`src/rtl/raster_pkg.sv`:
```
package raster_pkg;

    typedef enum logic [2:0] {
        WR_CTRL    = 3'd0,
        WR_HTGT_LO = 3'd1,
        WR_HTGT_HI = 3'd2,
        WR_VTGT_LO = 3'd3,
        WR_VTGT_HI = 3'd4
    } wr_sel_e;

    typedef enum logic [1:0] {
        RD_NMI  = 2'd0,
        RD_IRQ  = 2'd1,
        RD_STAT = 2'd2,
        RD_NONE = 2'd3
    } rd_sel_e;

    typedef struct packed {
        logic nmi_en;
        logic v_en;
        logic h_en;
    } ctrl_t;

    typedef struct packed {
        logic vbl_start;
        logic vbl_end;
    } frame_evt_t;

    localparam int CTRL_NMI_BIT = 7;
    localparam int CTRL_VEN_BIT = 5;
    localparam int CTRL_HEN_BIT = 4;
    localparam logic [3:0] VERSION_ID = 4'h2;
    localparam int H_SCALE_SH = 2;

    // End position of the current line in master cycles.
    function automatic int unsigned line_end_len(
        input logic        pal,
        input logic        il,
        input logic        even,
        input int unsigned line,
        input int unsigned nominal,
        input int unsigned adj,
        input int unsigned short_line,
        input int unsigned long_line
    );
        if (!pal && !il && !even && line == short_line) return nominal - adj;
        if (pal && il && !even && line == long_line)    return nominal + adj;
        return nominal;
    endfunction

    // True when next_line is one past the last line of the frame.
    function automatic logic frame_done(
        input logic        pal,
        input logic        il,
        input logic        even,
        input int unsigned next_line,
        input int unsigned ntsc_lines,
        input int unsigned pal_lines
    );
        int unsigned base;
        base = pal ? pal_lines : ntsc_lines;
        return (next_line == base && (!il || !even)) || (next_line == base + 1);
    endfunction

endpackage

```
`src/rtl/raster_counter.sv`:
```
module raster_counter
    import raster_pkg::*;
#(
    parameter int HW = 11,
    parameter int VW = 9,
    parameter int unsigned LINE_LEN        = 1364,
    parameter int unsigned LINE_ADJ        = 4,
    parameter int unsigned NTSC_SHORT_LINE = 240,
    parameter int unsigned PAL_LONG_LINE   = 311,
    parameter int unsigned NTSC_LINES      = 262,
    parameter int unsigned PAL_LINES       = 312,
    parameter int unsigned VBL_LINE        = 225,
    parameter int unsigned VBL_OVS_LINE    = 240
) (
    input  logic          clk,
    input  logic          rst,
    input  logic          step,
    input  logic          pal_mode,
    input  logic          interlace,
    input  logic          even_frame,
    input  logic          overscan,
    output logic [HW-1:0] hpos,
    output logic [VW-1:0] vpos,
    output logic          vblank,
    output frame_evt_t    evt
);

    localparam logic [HW-1:0] H_STEP   = HW'(2);
    localparam logic [HW-1:0] H_BOUND  = HW'(LINE_LEN + LINE_ADJ);
    localparam logic [VW-1:0] V_VBL    = VW'(VBL_LINE);
    localparam logic [VW-1:0] V_VBLOVS = VW'(VBL_OVS_LINE);
    localparam logic [VW-1:0] V_MAX    = VW'(PAL_LINES);

    logic [HW-1:0] cur_end;
    logic [HW-1:0] h_inc;
    logic [VW-1:0] v_inc;
    logic [VW-1:0] v_new;
    logic          eol;
    logic          wrap;

    always_comb begin
        cur_end = HW'(line_end_len(pal_mode, interlace, even_frame, 32'(vpos),
                                   LINE_LEN, LINE_ADJ, NTSC_SHORT_LINE, PAL_LONG_LINE));
        h_inc   = hpos + H_STEP;
        eol     = (h_inc >= cur_end);
        v_inc   = vpos + VW'(1);
        wrap    = frame_done(pal_mode, interlace, even_frame, 32'(v_inc),
                             NTSC_LINES, PAL_LINES);
        v_new   = wrap ? '0 : v_inc;
        evt.vbl_end   = step && eol && wrap;
        evt.vbl_start = step && eol && !wrap &&
                        ((v_new == V_VBL && !overscan) ||
                         (v_new == V_VBLOVS && !vblank));
    end

    always_ff @(posedge clk) begin
        if (rst) begin
            hpos   <= '0;
            vpos   <= '0;
            vblank <= 1'b0;
        end else if (step) begin
            if (eol) begin
                hpos <= '0;
                vpos <= v_new;
                if (evt.vbl_end)        vblank <= 1'b0;
                else if (evt.vbl_start) vblank <= 1'b1;
            end else begin
                hpos <= h_inc;
            end
        end
    end

    // a step either advances by two or restarts the line
    assert_hpos_step_R1: assert property (@(posedge clk) disable iff (rst)
        step |=> (hpos == $past(hpos) + H_STEP) || (hpos == '0));

    // position never passes the longest line
    assert_hpos_bound_R2: assert property (@(posedge clk) disable iff (rst)
        hpos < H_BOUND);

    // line counter stays inside the longest frame
    assert_vpos_bound_R3: assert property (@(posedge clk) disable iff (rst)
        vpos <= V_MAX);

    // line-0 entry leaves blanking
    assert_vbl_end_R4: assert property (@(posedge clk) disable iff (rst)
        evt.vbl_end |=> (!vblank && vpos == '0));

endmodule

```
`src/rtl/raster_irq_cmp.sv`:
```
module raster_irq_cmp
    import raster_pkg::*;
#(
    parameter int HW = 11,
    parameter int VW = 9,
    parameter int TW = 9
) (
    input  logic          clk,
    input  logic          rst,
    input  logic          step,
    input  logic [HW-1:0] hpos,
    input  logic [VW-1:0] vpos,
    input  ctrl_t         ctrl,
    input  logic [TW-1:0] htgt,
    input  logic [TW-1:0] vtgt,
    output logic          hit
);

    logic h_match;
    logic v_match;
    logic cond;
    logic cond_q;

    always_comb begin
        h_match = (hpos == HW'({htgt, {H_SCALE_SH{1'b0}}}));
        v_match = (vpos == VW'(vtgt));
        cond    = (ctrl.h_en || ctrl.v_en) &&
                  (v_match || !ctrl.v_en) &&
                  (h_match || !ctrl.h_en);
        hit     = step && cond && !cond_q;
    end

    always_ff @(posedge clk) begin
        if (rst)       cond_q <= 1'b0;
        else if (step) cond_q <= cond;
    end

    // a hit is a rising edge, so the next stepped cycle cannot hit again
    assert_irq_edge_R7: assert property (@(posedge clk) disable iff (rst)
        hit |=> !hit);

endmodule

```
`src/rtl/raster_regs.sv`:
```
module raster_regs
    import raster_pkg::*;
#(
    parameter int HW = 11,
    parameter int TW = 9,
    parameter int DW = 8,
    parameter int unsigned HBL_START = 1096,
    parameter int unsigned HBL_END   = 4
) (
    input  logic          clk,
    input  logic          rst,
    input  logic          wr_en,
    input  wr_sel_e       wr_sel,
    input  logic [DW-1:0] wr_data,
    input  logic          rd_en,
    input  rd_sel_e       rd_sel,
    input  logic [HW-1:0] hpos,
    input  logic          vblank,
    input  frame_evt_t    evt,
    input  logic          irq_hit,
    output ctrl_t         ctrl,
    output logic [TW-1:0] htgt,
    output logic [TW-1:0] vtgt,
    output logic          nmi_pulse,
    output logic          irq,
    output logic [DW-1:0] rd_data
);

    localparam int HI_W = TW - DW;

    logic  nmi_flag;
    logic  hblank;
    logic  wr_ctrl;
    logic  irq_drop;
    logic  irq_ack;
    logic  nmi_ack;
    logic  reenable;
    ctrl_t ctrl_new;

    always_comb begin
        hblank   = (hpos < HW'(HBL_END)) || (hpos >= HW'(HBL_START));
        wr_ctrl  = wr_en && (wr_sel == WR_CTRL);
        ctrl_new = '{nmi_en: wr_data[CTRL_NMI_BIT],
                     v_en:   wr_data[CTRL_VEN_BIT],
                     h_en:   wr_data[CTRL_HEN_BIT]};
        irq_drop = wr_ctrl && !ctrl_new.v_en && !ctrl_new.h_en;
        irq_ack  = rd_en && (rd_sel == RD_IRQ);
        nmi_ack  = rd_en && (rd_sel == RD_NMI);
        reenable = wr_ctrl && ctrl_new.nmi_en && !ctrl.nmi_en && nmi_flag;
        unique case (rd_sel)
            RD_NMI:  rd_data = {nmi_flag, 3'b000, VERSION_ID};
            RD_IRQ:  rd_data = {irq, 7'b0};
            RD_STAT: rd_data = {vblank, hblank, 6'b0};
            default: rd_data = '0;
        endcase
    end

    always_ff @(posedge clk) begin
        if (rst) begin
            ctrl <= '0;
            htgt <= '1;
            vtgt <= '1;
        end else if (wr_en) begin
            unique case (wr_sel)
                WR_CTRL:    ctrl <= ctrl_new;
                WR_HTGT_LO: htgt[DW-1:0]  <= wr_data;
                WR_HTGT_HI: htgt[TW-1:DW] <= wr_data[HI_W-1:0];
                WR_VTGT_LO: vtgt[DW-1:0]  <= wr_data;
                WR_VTGT_HI: vtgt[TW-1:DW] <= wr_data[HI_W-1:0];
                default: ;
            endcase
        end
    end

    always_ff @(posedge clk) begin
        if (rst) begin
            nmi_flag  <= 1'b0;
            nmi_pulse <= 1'b0;
        end else begin
            nmi_pulse <= reenable || (evt.vbl_start && ctrl.nmi_en);
            if (evt.vbl_start)              nmi_flag <= 1'b1;
            else if (evt.vbl_end || nmi_ack) nmi_flag <= 1'b0;
        end
    end

    always_ff @(posedge clk) begin
        if (rst)                      irq <= 1'b0;
        else if (irq_hit)             irq <= 1'b1;
        else if (irq_ack || irq_drop) irq <= 1'b0;
    end

    // entering blanking sets the NMI flag
    assert_vbl_flag_R4: assert property (@(posedge clk) disable iff (rst)
        evt.vbl_start |=> nmi_flag);

    // enabling NMI with the flag pending raises a pulse
    assert_nmi_reenable_R6: assert property (@(posedge clk) disable iff (rst)
        reenable |=> nmi_pulse);

    // reading the IRQ flag acknowledges it
    assert_irq_ack_R8: assert property (@(posedge clk) disable iff (rst)
        (irq_ack && !irq_hit) |=> !irq);

    // turning off both position enables drops the IRQ
    assert_irq_drop_R8: assert property (@(posedge clk) disable iff (rst)
        (irq_drop && !irq_hit) |=> !irq);

endmodule

```
`src/rtl/raster_irq_timer.sv`:
```
module raster_irq_timer
    import raster_pkg::*;
#(
    parameter int HW = 11,
    parameter int VW = 9,
    parameter int TW = 9,
    parameter int DW = 8,
    parameter int unsigned LINE_LEN        = 1364,
    parameter int unsigned LINE_ADJ        = 4,
    parameter int unsigned NTSC_SHORT_LINE = 240,
    parameter int unsigned PAL_LONG_LINE   = 311,
    parameter int unsigned NTSC_LINES      = 262,
    parameter int unsigned PAL_LINES       = 312,
    parameter int unsigned VBL_LINE        = 225,
    parameter int unsigned VBL_OVS_LINE    = 240,
    parameter int unsigned HBL_START       = 1096,
    parameter int unsigned HBL_END         = 4
) (
    input  logic          clk,
    input  logic          rst,
    input  logic          step,
    input  logic          pal_mode,
    input  logic          interlace,
    input  logic          even_frame,
    input  logic          overscan,
    input  logic          wr_en,
    input  logic [2:0]    wr_sel,
    input  logic [DW-1:0] wr_data,
    input  logic          rd_en,
    input  logic [1:0]    rd_sel,
    output logic [DW-1:0] rd_data,
    output logic [HW-1:0] hpos,
    output logic [VW-1:0] vpos,
    output logic          vblank,
    output logic          nmi_pulse,
    output logic          irq
);

    frame_evt_t    evt;
    ctrl_t         ctrl;
    logic [TW-1:0] htgt;
    logic [TW-1:0] vtgt;
    logic          irq_hit;

    raster_counter #(
        .HW(HW), .VW(VW),
        .LINE_LEN(LINE_LEN), .LINE_ADJ(LINE_ADJ),
        .NTSC_SHORT_LINE(NTSC_SHORT_LINE), .PAL_LONG_LINE(PAL_LONG_LINE),
        .NTSC_LINES(NTSC_LINES), .PAL_LINES(PAL_LINES),
        .VBL_LINE(VBL_LINE), .VBL_OVS_LINE(VBL_OVS_LINE)
    ) u_counter (
        .clk(clk), .rst(rst), .step(step),
        .pal_mode(pal_mode), .interlace(interlace),
        .even_frame(even_frame), .overscan(overscan),
        .hpos(hpos), .vpos(vpos), .vblank(vblank), .evt(evt)
    );

    raster_irq_cmp #(.HW(HW), .VW(VW), .TW(TW)) u_cmp (
        .clk(clk), .rst(rst), .step(step),
        .hpos(hpos), .vpos(vpos), .ctrl(ctrl),
        .htgt(htgt), .vtgt(vtgt), .hit(irq_hit)
    );

    raster_regs #(
        .HW(HW), .TW(TW), .DW(DW),
        .HBL_START(HBL_START), .HBL_END(HBL_END)
    ) u_regs (
        .clk(clk), .rst(rst),
        .wr_en(wr_en), .wr_sel(wr_sel_e'(wr_sel)), .wr_data(wr_data),
        .rd_en(rd_en), .rd_sel(rd_sel_e'(rd_sel)),
        .hpos(hpos), .vblank(vblank), .evt(evt), .irq_hit(irq_hit),
        .ctrl(ctrl), .htgt(htgt), .vtgt(vtgt),
        .nmi_pulse(nmi_pulse), .irq(irq), .rd_data(rd_data)
    );

    // the NMI request lasts a single cycle
    assert_nmi_single_R5: assert property (@(posedge clk) disable iff (rst)
        nmi_pulse |=> !nmi_pulse);

endmodule

```
`config.mk`:
```
export PLATFORM = sky130hd
export DESIGN_NAME = raster_irq_timer
export DESIGN_NICKNAME = d
export VERILOG_FILES = /design/src/rtl/raster_pkg.sv /design/src/rtl/raster_counter.sv /design/src/rtl/raster_irq_cmp.sv /design/src/rtl/raster_regs.sv /design/src/rtl/raster_irq_timer.sv
export SDC_FILE = /design/constraint.sdc
export NUM_CORES = 1
export LEC_CHECK = 0
export BUFFER_PORTS_ARGS = -buffer_cell sky130_fd_sc_hd__buf_2
export CAP_MARGIN = 10
export CORE_MARGIN = 5
export CORE_UTILIZATION = 32
export DETAILED_ROUTE_END_ITERATION = 6
export SYNTH_ARGS = -nofsm -noshare
export SYNTH_HDL_FRONTEND = slang
export SYNTH_SLANG_ARGS = --single-unit
```
`constraint.sdc`:
```
create_clock -name clk -period 5.35 [get_ports clk]
set_input_delay 0.8025 -clock clk [delete_from_list [all_inputs] [get_ports clk]]
set_output_delay 0.8025 -clock clk [all_outputs]
set_load 0.1 [all_outputs]
```
==> results.tsv, run 1 <==
metric	value	unit
outcome	completed	
register area	901	um^2
PD cells	212	nW/um^2
Comb power frac	0.136	
Post-CTS Resized	0	
clk sinks	45	
GRT Resource Usage Total	0.141	
Hold Buf Count CTS	0	
crit path max fanout	14	
Reg power frac	0.519	
cell taking the most area after synthesis	dfxtp_1	
nets@finish	405	
Max-Cap Viols	0	
area of the core	8720	um^2
wire length per cell	15.9	um
Non-Filler Instances	487	
Slew Limit Headroom	0.430	
ys async rst share	0	
Util after Layout	0.363	
final WL	7740	um
Yosys warning total	0	
H-Tree Level Count	2	
Layout Skew	2.72	ps
M1 wire length	3540	um
CP endpoint kind	flop	
P_sw	0.199	mW
HP Class	flop to flop	
most frequent cells in the layout	buf_2, dfxtp_1, nand2_1	
largest net degree at the start of global routing	29	
initial antenna violation count	0	
EDFF count, synth	0	
vias in the first global route	2554	
CTS buffer count	5	
Power, Total	0.671	mW
final hold vios	0	
Peak VDD IR	99.6	uV
post-route ant nets	0	
site row count	34	
Avg Inst Size Synth	8.16	um^2
met3 wire length	467	um
Worst EP arrival	3690	ps
footprint of the multi-input gates	1750	um^2
Synth cell types	65	
Die W	105	um
Via density	5.44	
clk buf depth	2	
detailed-route via count	2651	
Slew @ Worst Pin	850	ps
Worst Path Required	5550	ps
CTS root buf	clkbuf_8	
DIE AREA	10900	um^2
top layer in use	met4	
CTS tree	done	
#FFs+latches synth	45	
grt total ovfl	0	
CP Class	flop to flop	
Fillers	901	
Finish-stage setup viols	0	
Post-CTS Setup Inserts	0	
dominant cells by area after synthesis	dfxtp_1, xnor2_1, nand2_1	
Clock power frac	0.345	
# port buffers	46	
top_reg_cell synth	dfxtp_1	
initial core utilization	0.328	
IO Pins	53	
hpwl dp	5740	um
post-synth top area share	0.315	
fmax	0.287	GHz
startpoint types	flop	
violation count after the first detailed-route iteration	104	
RSZ-0062 raised after global routing	false	
first-pass GRT wire length	13100	um
Final Max Tran Viols	0	
drt drc	0	
post-synthesis sequential area ratio	0.315	
Clk Latency, worst-skew pair	300	ps
Final GP Congestion	0.831	
Area Overhead vs Synth	10.5	%
DR pass1 iterations	4	
sw frac	0.297	
dpl cells	479	
post-layout min period	3490	ps
Final Cycle Share	0.652	
Fin Setup TNS	0	ps
Lkg Pwr	1.21	nW
internal power	0.472	mW
ant diodes	0	
mapped cell area	2860	um^2
routed wl met2	3570	um
commonest non-fill, non-tap cell in the layout	buf_2	
clk slew on worst S/H paths	90	ps
layout cells sized above 1	0.195	
die height	105	um
Synth Instances	351	
## registers in the layout, summed over array words and instances (netlist names)
| name | flops |
|---|---|
| u_regs.ctrl | 3 |
| u_regs.nmi_flag | 1 |
| u_cmp.cond_q | 1 |
| u_regs.vtgt | 9 |
| u_counter.vpos | 9 |
| u_regs.irq | 1 |
| u_regs.htgt | 9 |
| u_counter.vblank | 1 |
| u_regs.nmi_pulse | 1 |
| u_counter.hpos | 10 |
## routing by layer
metal / vias to the layer above / track usage
met5: - / 0
met3: 15 / 0.0290
met1: 1252 / 0.194
met4: 0 / 0.0511
li1: 1292 / -
met2: 92 / 0.221
## cell type report
class,count,area share
multi-input cells,267,0.553
flip-flops and latches,45,0.285
repair buffers,46,0.0728
well taps,108,0.0427
clock buffers,6,0.0261
inverters,13,0.0154
clock inverters,2,0.00554
## logic make-up (layout without fill, tap and decap cells)
family,Yosys count,after routing,share of synthesized area
buffers and inverters,44,67,0.0813
adder cells (fa/ha/maj),5,5,0.0218
multiplexers,13,13,0.0459
flip-flops,45,45,0.315
AND/OR/NAND/NOR,149,149,0.270
AO/OA/AOI/OAI,60,60,0.158
XOR/XNOR,34,34,0.107
other,1,6,0.00131
## stage by stage
stage          hold slack (ps)  cell area [um^2]  setup WS [ps]
3_3_place_gp               445              3060           1970
5_1_grt                    498              3160           1570
3_5_place_dp               469              3060           1880
2_1_floorplan              437              2880            798
4_1_cts                    483              3160           1890
6_report                   482              3160           1860
## Yosys cell counts, types with 3 or more instances
library cell / number
buf_4: 14
o41ai_1: 4
o21ai_0: 8
ha_1: 5
nor3_1: 12
xnor2_1: 23
and3_1: 4
o211ai_1: 3
nand4_1: 9
inv_1: 11
buf_1: 3
buf_2: 6
nor3b_1: 3
dfxtp_1: 45
a21oi_1: 11
xor2_1: 10
mux2i_1: 12
nor4_1: 3
o2111ai_1: 3
nand2_1: 42
nor2_2: 3
a32o_1: 4
nand3_1: 27
nand4_2: 3
nor2_1: 23
clkbuf_1: 7
o21ai_1: 4
## power by group through the flow
stage	logic (mW)	registers (mW)	clock network, mW
floorplan	0.0635	0.363	0
global placement	0.0896	0.356	0
detailed placement	0.0911	0.356	0
CTS	0.0913	0.348	0.236
global route	0.0986	0.349	0.250
finish	0.0910	0.348	0.232
## critical path, stage by stage (launching register included)
cell     delay [ps]
dfxtp_1         640
ha_1            410
nand4_1         130
nor4_1          190
nand3_1         150
o31a_1          130
ha_1            270
a21bo_2         120
a21oi_1          60
o21ai_0         240
a32oi_2         190
nor2_2          440
o21ai_1         140
a32o_1          280
## final timing paths
| path | start | end | slack (ps) | cells after the start |
|---|---|---|---|---|
| max | u_counter.vpos[0] | u_counter.vpos[4] | 1860 | 13 |
| min | u_cmp.cond_q | u_cmp.cond_q | 480 | 2 |
| max reg2reg | u_counter.vpos[0] | u_counter.vpos[4] | 1860 | 13 |
| min reg2reg | u_cmp.cond_q | u_cmp.cond_q | 480 | 2 |
Power figures use the tool's default switching activity.
==> inputs of run 2 (changes only) <==
Clock period 5.35 ns to 3.55 ns, I/O delays scaled along.
==> results.tsv, run 2 (synthesis gave the netlist of run 1 again) <==
metric	value	unit	change
outcome	completed		
largest net degree at the start of global routing	29		unchanged
Slew Limit Headroom	0.436		+0.00661
Peak VDD IR	161	uV	+62%
vias in the first global route	2511		-1.7%
final WL	7920	um	+2.4%
max reg flops	10		unchanged
Final Max Tran Viols	0		unchanged
CP endpoint kind	flop		
worst hold slack	463	ps	-19.4 ps
post-layout min period	3100	ps	-389 ps
M1 wire length	3590	um	+1.5%
met3 wire length	479	um	+2.6%
CTS tree	done		
commonest non-fill, non-tap cell in the layout	buf_2		
CTS buffer count	5		unchanged
initial core utilization	0.328		unchanged
crit path max fanout	12		-2
ant diodes	0		unchanged
largest reg by FF count	u_counter.hpos		
worst path cell trace	ha_1, nand4_1, nor4_1, nand3_1, o31a_1, ha_1, a21bo_2, a21oi_1, o21ai_0, a32oi_2, nor2_2, o21ai_1, a32o_1		
slowest stage delay, CP	460	ps	-180 ps
Fin Setup TNS	0	ps	unchanged
Hold Buf Count CTS	0		unchanged
post-route ant nets	0		unchanged
Util after Layout	0.374		+0.0112
layout cells sized above 1	0.219		+0.0233
H-Tree Level Count	2		unchanged
detailed-route via count	2678		+1.0%
Non-Filler Instances	497		+2.1%
drt drc	0		unchanged
routed wl met2	3760	um	+5.4%
area of the core	8720	um^2	unchanged
top layer in use	met4		
Power, Total	1.07	mW	+59%
hpwl dp	6090	um	+6.1%
nets@finish	415		+2.5%
DR pass1 iterations	4		unchanged
Slew @ Worst Pin	842	ps	-7.77 ps
clk slew on worst S/H paths	90	ps	about the same
Final Cycle Share	0.873		+0.221
Via density	5.39		-1.0%
Layout Skew	8.19	ps	+5.48 ps
Post-CTS Setup Inserts	0		unchanged
fmax	0.323	GHz	+13%
worst r2r path cells	13		unchanged
Lkg Pwr	1.27	nW	+5.2%
first-pass GRT wire length	13100	um	+0.32%
clk buf depth	2		unchanged
Finish-stage setup viols	0		unchanged
most frequent cells in the layout	buf_2, dfxtp_1, nand2_1		
most frequent CP cell	ha_1		
CP Class	flop to flop		
Clk Latency, worst-skew pair	300	ps	about the same
GRT Resource Usage Total	0.145		+0.00373
wire length per cell	15.9	um	+0.37%
Area Overhead vs Synth	13.9	%	
die height	105	um	unchanged
worst setup path endpoint	u_counter.vpos[4]		
Worst Path Required	3750	ps	-1800 ps
dpl cells	489		+2.1%
slowest stage cell, crit path	dfxtp_1		
PD cells	328	nW/um^2	+55%
startpoint types	flop		
crit path launch	u_counter.vpos[0]		
# port buffers	46		unchanged
Worst EP arrival	3300	ps	-390 ps
CTS root buf	clkbuf_8		
violation count after the first detailed-route iteration	155		+49%
RSZ-0062 raised after global routing	false		
grt total ovfl	0		unchanged
clk sinks	45		unchanged
Max-Cap Viols	0		unchanged
initial antenna violation count	0		unchanged
site row count	34		unchanged
Die W	105	um	unchanged
DIE AREA	10900	um^2	unchanged
Final GP Congestion	0.833		+0.29%
HP Class	input port to flop		
R2R Path Start	u_counter.vpos[0]		
worst r2r dst	u_counter.vpos[4]		
final hold vios	0		unchanged
Post-CTS Resized	0		unchanged
IO Pins	53		unchanged
R2R setup slack	450	ps	-1410 ps
## run 2: changes by cell type in the layout (fill, tap and decap cells not counted), sizes merged
cell,previous run,this run
bufinv,0,1
clkinv,3,2
inv,12,11
clkbuf,6,7
buf,46,56
## run 2: area by class of cell
type	instances	area, um^2
Clock buffer	7	86.3
Clock inverter	1	30.0
Inverter	13	48.8
Multi-Input combinational cell	267	1750
Sequential cell	45	902
Timing Repair Buffer	56	305
Fill cell	912	5460
Tap cell	108	135
## run 2: worst min path at each step
| stage | startpoint | slack [ps] | endpoint | cells past startpoint |
|---|---|---|---|---|
| final | wr_data[3] | 460 | u_regs.vtgt[3] | 3 |
| after global routing | wr_data[3] | 460 | u_regs.vtgt[3] | 3 |
| after CTS | wr_data[3] | 450 | u_regs.vtgt[3] | 3 |
| after detailed placement | u_cmp.cond_q | 470 | u_cmp.cond_q | 2 |
| after global placement | u_cmp.cond_q | 440 | u_cmp.cond_q | 2 |
| after floorplan | u_cmp.cond_q | 440 | u_cmp.cond_q | 2 |
## run 2: where the power goes
part / switching [mW] / total (mW) / internal, mW / leakage, nW
Clock: 0.175 / 0.405 / 0.230 / 0.0585
Combinational: 0.104 / 0.142 / 0.0374 / 0.848
Sequential: 0.00928 / 0.523 / 0.513 / 0.365
Total: 0.288 / 1.07 / 0.780 / 1.27
## run 2: metal layers
layer	vias up	GRT usage
met5	-	0
met4	0	0.0393
met3	10	0.0247
met2	85	0.229
met1	1274	0.206
li1	1309	-
## run 2: metrics by stage
| step | instance area, um^2 | setup WS (ps) |
|---|---|---|
| final | 3260 | 450 |
| after CTS | 3260 | 470 |
| after global routing | 3260 | 140 |
| after detailed placement | 3150 | 336 |
| after floorplan | 2890 | 35.3 |
| after global placement | 3150 | 434 |
## run 2: worst max-delay path, delay by kind of cell (launching register included)
kind                     cells  cell delay (ps)
flip-flops                   1              460
AND/OR/NAND/NOR              4              860
AO/OA/AOI/OAI                7             1180
adder cells (fa/ha/maj)      2              490
